### config.mk
export PLATFORM = sky130hd
export DESIGN_NAME = lin_frame_watchdog
export DESIGN_NICKNAME = d
export VERILOG_FILES = /design/src/rtl/lfw_pkg.sv /design/src/rtl/lfw_budget.sv /design/src/rtl/lfw_step_div.sv /design/src/rtl/lin_frame_watchdog.sv
export SDC_FILE = /design/constraint.sdc
export NUM_CORES = 1
export LEC_CHECK = 0
export ABC_AREA = 1
export BUFFER_PORTS_ARGS = -buffer_cell sky130_fd_sc_hd__buf_2
export CORE_MARGIN = 2
export CORE_UTILIZATION = 57
export DETAILED_ROUTE_END_ITERATION = 6
export GPL_TIMING_DRIVEN = 1
export PLACE_DENSITY = 0.78
export SYNTH_ARGS = -nofsm -noshare
export SYNTH_HDL_FRONTEND = slang
export SYNTH_SLANG_ARGS = --single-unit
export TNS_END_PERCENT = 50
### constraint.sdc
create_clock -name clk -period 4.9 [get_ports clk]
set_clock_uncertainty 0.2 [all_clocks]
set_input_delay 0 -clock clk [delete_from_list [all_inputs] [get_ports clk]]
set_output_delay 0 -clock clk [all_outputs]
set_load 0.02 [all_outputs]
### src/rtl/lfw_pkg.sv
package lfw_pkg;
  typedef enum logic [1:0] {
    ST_IDLE = 2'd0,
    ST_RECV = 2'd1,
    ST_IGN  = 2'd2
  } lfw_state_e;
endpackage

### src/rtl/lfw_budget.sv
// Reception budget: bits + ceil(NUM*bits/DEN), bits = bytes * BITS_PER_BYTE.
module lfw_budget #(
  parameter int BYTES_W       = 4,
  parameter int CNT_W         = 8,
  parameter int BITS_PER_BYTE = 10,
  parameter int BUD_NUM       = 2,
  parameter int BUD_DEN       = 5
) (
  input  logic [BYTES_W-1:0] nbytes,
  output logic [CNT_W-1:0]   budget
);
  localparam int W = CNT_W + $clog2(BUD_NUM + 1) + 1;

  logic [W-1:0] bits;
  logic [W-1:0] extra;

  always_comb begin
    bits   = W'(nbytes) * W'(BITS_PER_BYTE);
    extra  = (bits * W'(BUD_NUM) + W'(BUD_DEN - 1)) / W'(BUD_DEN);
    budget = CNT_W'(bits + extra);
  end
endmodule

### src/rtl/lfw_step_div.sv
// Emits a step on every STEP-th tick while enabled; clr restarts the phase.
module lfw_step_div #(
  parameter int STEP = 5
) (
  input  logic clk,
  input  logic rst,
  input  logic clr,
  input  logic en,
  input  logic tick,
  output logic step
);
  localparam int DW = (STEP > 1) ? $clog2(STEP) : 1;

  logic [DW-1:0] phase;

  assign step = en && tick && (phase == DW'(STEP - 1));

  always_ff @(posedge clk) begin
    if (rst || clr) begin
      phase <= '0;
    end else if (en && tick) begin
      phase <= step ? '0 : phase + 1'b1;
    end
  end

  // the phase never leaves its range
  p_phase_range_r3: assert property (@(posedge clk) disable iff (rst)
    phase < DW'(STEP));
endmodule

### src/rtl/lin_frame_watchdog.sv
module lin_frame_watchdog
  import lfw_pkg::*;
#(
  parameter int BYTES_W       = 4,
  parameter int BITS_PER_BYTE = 10,
  parameter int BUD_NUM       = 2,
  parameter int BUD_DEN       = 5,
  parameter int CHECK_STEP    = 5,
  parameter int SILENCE_BITS  = 15
) (
  input  logic               clk,
  input  logic               rst,
  input  logic               bit_tick,
  input  logic               byte_rx,
  input  logic               frame_done,
  input  logic               start,
  input  logic               start_mode,
  input  logic [BYTES_W-1:0] exp_bytes,
  output logic               resync_req
);
  localparam int MAX_BITS = ((1 << BYTES_W) - 1) * BITS_PER_BYTE;
  localparam int MAX_BUD  = MAX_BITS + (BUD_NUM * MAX_BITS + BUD_DEN - 1) / BUD_DEN;
  localparam int CNT_MAX  = (MAX_BUD > SILENCE_BITS) ? MAX_BUD : SILENCE_BITS;
  localparam int CNT_W    = $clog2(CNT_MAX + 1);
  localparam logic [CNT_W-1:0] STEP_C = CNT_W'(CHECK_STEP);
  localparam logic [CNT_W-1:0] SIL_C  = CNT_W'(SILENCE_BITS);
  localparam logic [CNT_W-1:0] ONE_C  = CNT_W'(1);

  lfw_state_e       state;
  logic [CNT_W-1:0] cnt;
  logic [CNT_W-1:0] budget;
  logic             step;
  logic             resync_q;

  lfw_budget #(
    .BYTES_W      (BYTES_W),
    .CNT_W        (CNT_W),
    .BITS_PER_BYTE(BITS_PER_BYTE),
    .BUD_NUM      (BUD_NUM),
    .BUD_DEN      (BUD_DEN)
  ) u_budget (
    .nbytes(exp_bytes),
    .budget(budget)
  );

  lfw_step_div #(
    .STEP(CHECK_STEP)
  ) u_div (
    .clk (clk),
    .rst (rst),
    .clr (start),
    .en  (state == ST_RECV),
    .tick(bit_tick),
    .step(step)
  );

  always_ff @(posedge clk) begin
    if (rst) begin
      state    <= ST_IDLE;
      cnt      <= '0;
      resync_q <= 1'b0;
    end else begin
      resync_q <= 1'b0;
      if (start) begin
        state <= start_mode ? ST_IGN : ST_RECV;
        cnt   <= start_mode ? SIL_C : budget;
      end else begin
        case (state)
          ST_RECV: begin
            if (frame_done) begin
              resync_q <= 1'b1;
              state    <= ST_IDLE;
            end else if (step) begin
              if (cnt <= STEP_C) begin
                resync_q <= 1'b1;
                state    <= ST_IDLE;
                cnt      <= '0;
              end else begin
                cnt <= cnt - STEP_C;
              end
            end
          end
          ST_IGN: begin
            if (byte_rx) begin
              cnt <= SIL_C;
            end else if (bit_tick) begin
              if (cnt <= ONE_C) begin
                resync_q <= 1'b1;
                state    <= ST_IDLE;
                cnt      <= '0;
              end else begin
                cnt <= cnt - ONE_C;
              end
            end
          end
          default: ;
        endcase
      end
    end
  end

  assign resync_req = resync_q;

  // a reception start loads the computed budget
  p_budget_load_r2: assert property (@(posedge clk) disable iff (rst)
    (start && !start_mode) |=> (state == ST_RECV) && (cnt == $past(budget)));

  // a check that finds the budget spent raises the request
  p_expire_r3: assert property (@(posedge clk) disable iff (rst)
    (state == ST_RECV && !start && !frame_done && step && cnt <= STEP_C) |=> resync_req);

  // a check with budget left takes off exactly one step
  p_step_dec_r3: assert property (@(posedge clk) disable iff (rst)
    (state == ST_RECV && !start && !frame_done && step && cnt > STEP_C)
      |=> (cnt == $past(cnt) - STEP_C) && !resync_req);

  // the last silent tick raises the request
  p_silence_r6: assert property (@(posedge clk) disable iff (rst)
    (state == ST_IGN && !start && !byte_rx && bit_tick && cnt <= ONE_C) |=> resync_req);

  // a received byte rearms the silence window
  p_reload_r7: assert property (@(posedge clk) disable iff (rst)
    (state == ST_IGN && !start && byte_rx) |=> (cnt == SIL_C) && !resync_req);

  // the request lasts one clock and leaves the block idle
  p_single_pulse_r8: assert property (@(posedge clk) disable iff (rst)
    resync_req |=> !resync_req);
  p_idle_after_r8: assert property (@(posedge clk) disable iff (rst)
    resync_req |-> (state == ST_IDLE));

  // a start never produces a request
  p_start_wins_r10: assert property (@(posedge clk) disable iff (rst)
    start |=> !resync_req);
endmodule

# Word-level counts from Yosys, hierarchy flattened
# Index checks and enable logic that the tools add are counted.
[totals]
ff_bits = 14
input_bits = 11
output_inout_bits = 1
elab_cells = 57
[classes]
add_sub_neg = 5
multipliers = 1
div_mod_pow = 1
magnitude_cmp = 2
n_eq_ne = 11
mux = 26
n_reduce_logical = 7
[ops]
columns = ["op", "count"]
rows = [
  ["8-bit 2-to-1 mux", 8],
  ["2-bit 2-to-1 mux", 8],
  ["8-bit one-hot mux with 2 select lines", 1],
  ["3-bit != test (second input constant)", 5],
  ["4-bit != test (second input constant)", 3],
  ["11-bit by 3-bit divider with 11-bit output (second input constant)", 1],
  ["9-bit by 3-bit adder with 10-bit output (second input constant)", 1],
  ["8-bit adder", 1],
  ["8-bit by 1-bit less-or-equal comparator with 1-bit output (second input constant)", 1],
  ["8-bit by 3-bit less-or-equal comparator with 1-bit output (second input constant)", 1],
  ["8-bit by 1-bit subtractor with 8-bit output (second input constant)", 1],
  ["8-bit by 3-bit subtractor with 8-bit output (second input constant)", 1],
  ["4-bit by 3-bit multiplier with 7-bit output (second input constant)", 1],
  ["1-bit 2-to-1 mux", 6],
  ["6-bit AND reduction", 1],
  ["2-bit one-hot mux with 2 select lines", 1],
  ["4-bit AND reduction", 1],
  ["3-bit by 1-bit adder with 3-bit output (second input constant)", 1],
  ["3-bit equality test (second input constant)", 1],
  ["3-bit 2-to-1 mux", 1],
  ["3-bit nonzero test", 1],
  ["2-bit by 1-bit equality test with 1-bit output (second input constant)", 1],
  ["2-bit equality test (second input constant)", 1],
  ["1-bit logical AND", 2],
  ["3 further kinds", 3],
]

# Longest topological paths before layout
[depth]
depth_word = 7
mapped_depth = 49
ltp_nobuf = 49

# Hierarchy
# A second synthesis with hierarchy kept.
[hier_totals]
cells_unflattened = 407
hier_area_um2 = 2496.1
[by_module_without_submodules]
columns = ["module", "instances", "cells_per_inst", "area_per_inst_um2", "seq_area_each_um2"]
rows = [
  ["lfw_budget", 1, 198, 1234.9, 0.0],
  ["lin_frame_watchdog", 1, 182, 1054.8, 220.2],
  ["lfw_step_div", 1, 27, 206.4, 60.1],
]

# Worst setup path after synthesis
# OpenSTA, ideal clock, no wires.
[synth_timing]
path_type = "input-to-reg"
from = "in exp_bytes[1]"
to = "reg cnt[7]"
setup_time_ps = 126
arrival_time_ps = 4947
t_required_ps = 4574
setup_slack_ps = -373
stages = 44
n_path_buf = 0
cell_sequence = "ha_1 ha_1 fa_1 nand2_2 nor2_2 nand2_1 nand2_1 nand2_2 nor2_2 nand2_4 nand2_2 nand2_2 nand2_2 inv_4 nand2_4 nand3_2 nand2_2 nand2_2 (+8 left out) inv_1 ha_1 nand3_2 nand4_4 nand2_1 nand2_1 nand2_1 nand4_1 ha_1 inv_1 fa_1 o31ai_1 and2_1 o21ai_0 nand2_1 a21oi_1 o21ai_0 a31oi_1"
[synth_between]
elab_chain_len = 6
[synth_lines]
columns = ["item", "line_no", "text"]
rows = [
  ["start: declaration", "lin_frame_watchdog.sv:18", "input logic [BYTES_W-1:0] exp_bytes,"],
  ["4-bit by 3-bit multiplier with 7-bit output *", "lfw_budget.sv:18", "bits = W'(nbytes) * W'(BITS_PER_BYTE);"],
  ["9-bit by 3-bit adder with 10-bit output", "lfw_budget.sv:19", "extra = (bits * W'(BUD_NUM) + W'(BUD_DEN - 1)) / W'(BUD_DEN);"],
  ["11-bit by 3-bit divider with 11-bit output", "lfw_budget.sv:19", ""],
  ["8-bit adder *", "lfw_budget.sv:20", "budget = CNT_W'(bits + extra);"],
  ["8-bit 2-to-1 mux *", "lin_frame_watchdog.sv:66", "cnt <= start_mode ? SIL_C : budget;"],
  ["8-bit 2-to-1 mux *", "lin_frame_watchdog.sv:64", "if (start) begin"],
  ["end signal: assignment", "lin_frame_watchdog.sv:66", ""],
  ["end signal: assignment", "lin_frame_watchdog.sv:79", "cnt <= cnt - STEP_C;"],
  ["end signal: assignment", "lin_frame_watchdog.sv:92", "cnt <= cnt - ONE_C;"],
  ["end: declaration", "lin_frame_watchdog.sv:30", "logic [CNT_W-1:0] cnt;"],
]
# Every way passes the cells marked *; elsewhere a longest branch is shown, timed or not.
# A chain may end at the register's enable or synchronous reset.

# Worst setup path after layout
[layout_timing]
from = "in exp_bytes[3]"
to = "reg cnt[5]"
# Same word-level chain as after synthesis.

==> impl_metrics.tcl <==
set metrics [dict create \
    synth_top_family_by_area "simple AND/OR/NAND/NOR gates" \
    drt_iter0_markers 256 \
    final_max_slew_viol_count 0 \
    synth_fa_ha_area_share_pct 12.6 \
    synth_edf_count 0 \
    grt_busiest_layer "met2" \
    rr_startpoint "cnt[4]$_SDFFE_PP0P_" \
    cap_violations 0 \
    cp.arrival_ps 5150 \
    yosys-top-cells-area "dfxtp_1, nand2_1, ha_1, inv_1, nand2_2" \
    timing.fmax_mhz 193 \
    required_ps 4870 \
    portBuffers 11 \
    grt_max_degree 12 \
    syn_area_sq_mm 0.00229 \
    cts_root_buffer "clkbuf_8" \
    critPathMaxFanout 6 \
    numCtsBuffers 3 \
    cts_sinks 14 \
    clkSlewWorstSetupHoldPaths_ps 70 \
    cp-start-kind "input pin" \
    min-delay-start "frame_done" \
    die_h_um 67.5 \
    avgViaCountPerCell 5.63 \
    yosys.area.top_type_share_pct 12.2 \
    met2_usage_pct 52.6 \
    end_kind "register" \
    violations "hold timing, setup timing" \
    cp-startpoint "exp_bytes[3]" \
    drtPass1Iterations 6 \
    synth_compound_area_share_pct 17.9 \
    hold_class "input pin to register" \
    cts_max_level 1 \
    p_leak_nw 1.58 \
    grt_use_met3_pct 2.33 \
    avgSynthCellArea_sq_um 6.37 \
    route.final.wire_length_um 6760 \
    overflow 0 \
    diodes 0 \
    die_x_um 67.5 \
    use_met1_pct 34.6 \
    place_congestion 0.817 \
    fillerInstances 272 \
    avgRoutedWirePerCell_um 13.9 \
    worst_hold_slack_ps -5.40 \
    peakVddDrop_uv 401 \
    drive_gt1_share_pct 36.1 \
    fin_cells 485 \
    layout.nets 469 \
    placed_cells 453 \
    synthMuxAreaShare_pct 0 \
    rows 23 \
    p_per_area_mw_per_mm2 523 \
    via_count 2731 \
    yosys_warnings 0 \
    synthToLayoutAreaGrowth_pct 37.8 \
    relSlewSlack_pct 45.9 \
    ys_ff_latch 14 \
    finalCriticalPeriod_ps 5180 \
    setup_viol_count_final 5 \
    finalWorstSetupSlack_ps -279 \
    synth-xor-area-share_pct 3.82 \
    path_class "input pin to register" \
    ys_seq_area_share_pct 12.2 \
    ioPinCount 12 \
    syn_inst 360 \
    finalPower_mw 1.65 \
    synth_cell_types 45 \
    yosys.area.top_type "dfxtp_1" \
    ctsLongestPathBuffers 2 \
    path_common_cell "nand2_4" \
    antenna_left 0 \
    slowest_stage "fa_1" \
    hold_violations 1 \
    status "finished, violations left" \
    route.detailed.drc 0 \
    clk_latency_ps 250 \
    syn_nets 393 \
    dpl_worst_slack_ps -496 \
    antenna_found_initial 0 \
    synth_simple_gate_area_share_pct 40.6 \
    grt_pass1_vias 2419 \
    yosysMostFrequentCell "nand2_1" \
    post-dp-hpwl_um 4420 \
    grt_pass1_wl_um 10200 \
    synthArstFlopShare_pct 0 \
    grt_usage_pct 28.5 \
    multi_input_area_sq_mm 0.00192 \
    slowest_delay_ps 560 \
    synth_ff_type "dfxtp_1" \
    netlist_top_cells_count "nand2_1, inv_1, nor2_1" \
    rsz0062_at_grt "true" \
    fin_util_pct 80.2 \
    final-seq-area_sq_um 280 \
    worst_pin_slew_ps 803 \
    core_sq_mm 0.00394 \
    cts_tree "done" \
    initial_core_util_pct 58.2 \
    post-route-period-util_pct 106 \
    die-area_sq_mm 0.00455 \
]
[where the power goes]
group | internal, mW | switching (mW)
combinational | 0.653 | 0.735
sequential | 0.127 | 0.0192
clock | 0.0713 | 0.0472
total | 0.852 | 0.801
[final cells by class]
class                      count  share of cell area [%]
inverter                      67                    8.43
timing repair buffer          76                    18.4
multi-input combinational    274                    60.6
tap                           50                    1.98
sequential                    14                    8.86
clock buffer                   4                    1.74
[through the flow]
step,TNS [ps],cell area [sq um]
after detailed placement,-2360,2750
after global routing,-3140,3160
final,-1130,3160
after global placement,-1660,2750
after CTS,-384,3020
after floorplan,-221,2380
[what timing repair did]
action / in CTS / in global routing
pin swaps: 6 / 13
setup endpoints to repair: 6 / 7
hold buffers: 7 / 0
gates resized for setup: 13 / 24
endpoints found under the hold margin: 11 / 0
setup buffers: 15 / 6
[flip-flops by register name, indices dropped and copies added, names as in the netlist]
| name | count |
|---|---|
| resync_req | 1 |
| state | 2 |
| u_div.phase | 3 |
| cnt | 8 |
[worst paths after layout]
| check | cells after the start | to | slack [ps] |
|---|---|---|---|
| setup / recovery | 43 | cnt[5]$_SDFFE_PP0P_ | -280 |
| hold / removal | 4 | resync_req$_SDFF_PP0_ | -5 |
| setup reg to reg | 11 | state[0]$_SDFFE_PP0P_ | 1960 |
| hold reg to reg | 2 | u_div.phase[2]$_SDFFE_PP0P_ | 250 |
[per-layer routing]
layer,part of all wire [%],routed length (um),vias up
met1,40,2720,1254
met2,52,3490,107
li1,-,-,1335
met5,0,0,-
met4,3.6,244,0
met3,4.6,314,35
[placed cells by master, fill, tap and decap left out, types with 10 or more instances in the layout]
cell      n
nand3_1  19
inv_1    56
nor3_1   10
nand2_2  22
a21oi_1  13
nand2_1  58
nand2_4  15
nor2_1   25
o21ai_0  16
dfxtp_1  14
buf_4    58
ha_1     14
[kinds of logic (layout without fill, tap and decap cells)]
logic type      count (synthesis)  after routing
buf+inv                        72            147
xor+xnor                       10             10
compound gates                 66             66
simple gates                  176            176
fa+ha+maj                      22             22
flops                          14             14
[critical path, delay by kind of cell]
family                   cells  cell delay [ps]
buffers and inverters        4              260
AND/OR/NAND/NOR             28             2220
AO/OA/AOI/OAI                5              990
adder cells (fa/ha/maj)      6             1670
Note: power is estimated with default switching activity, not from simulation.
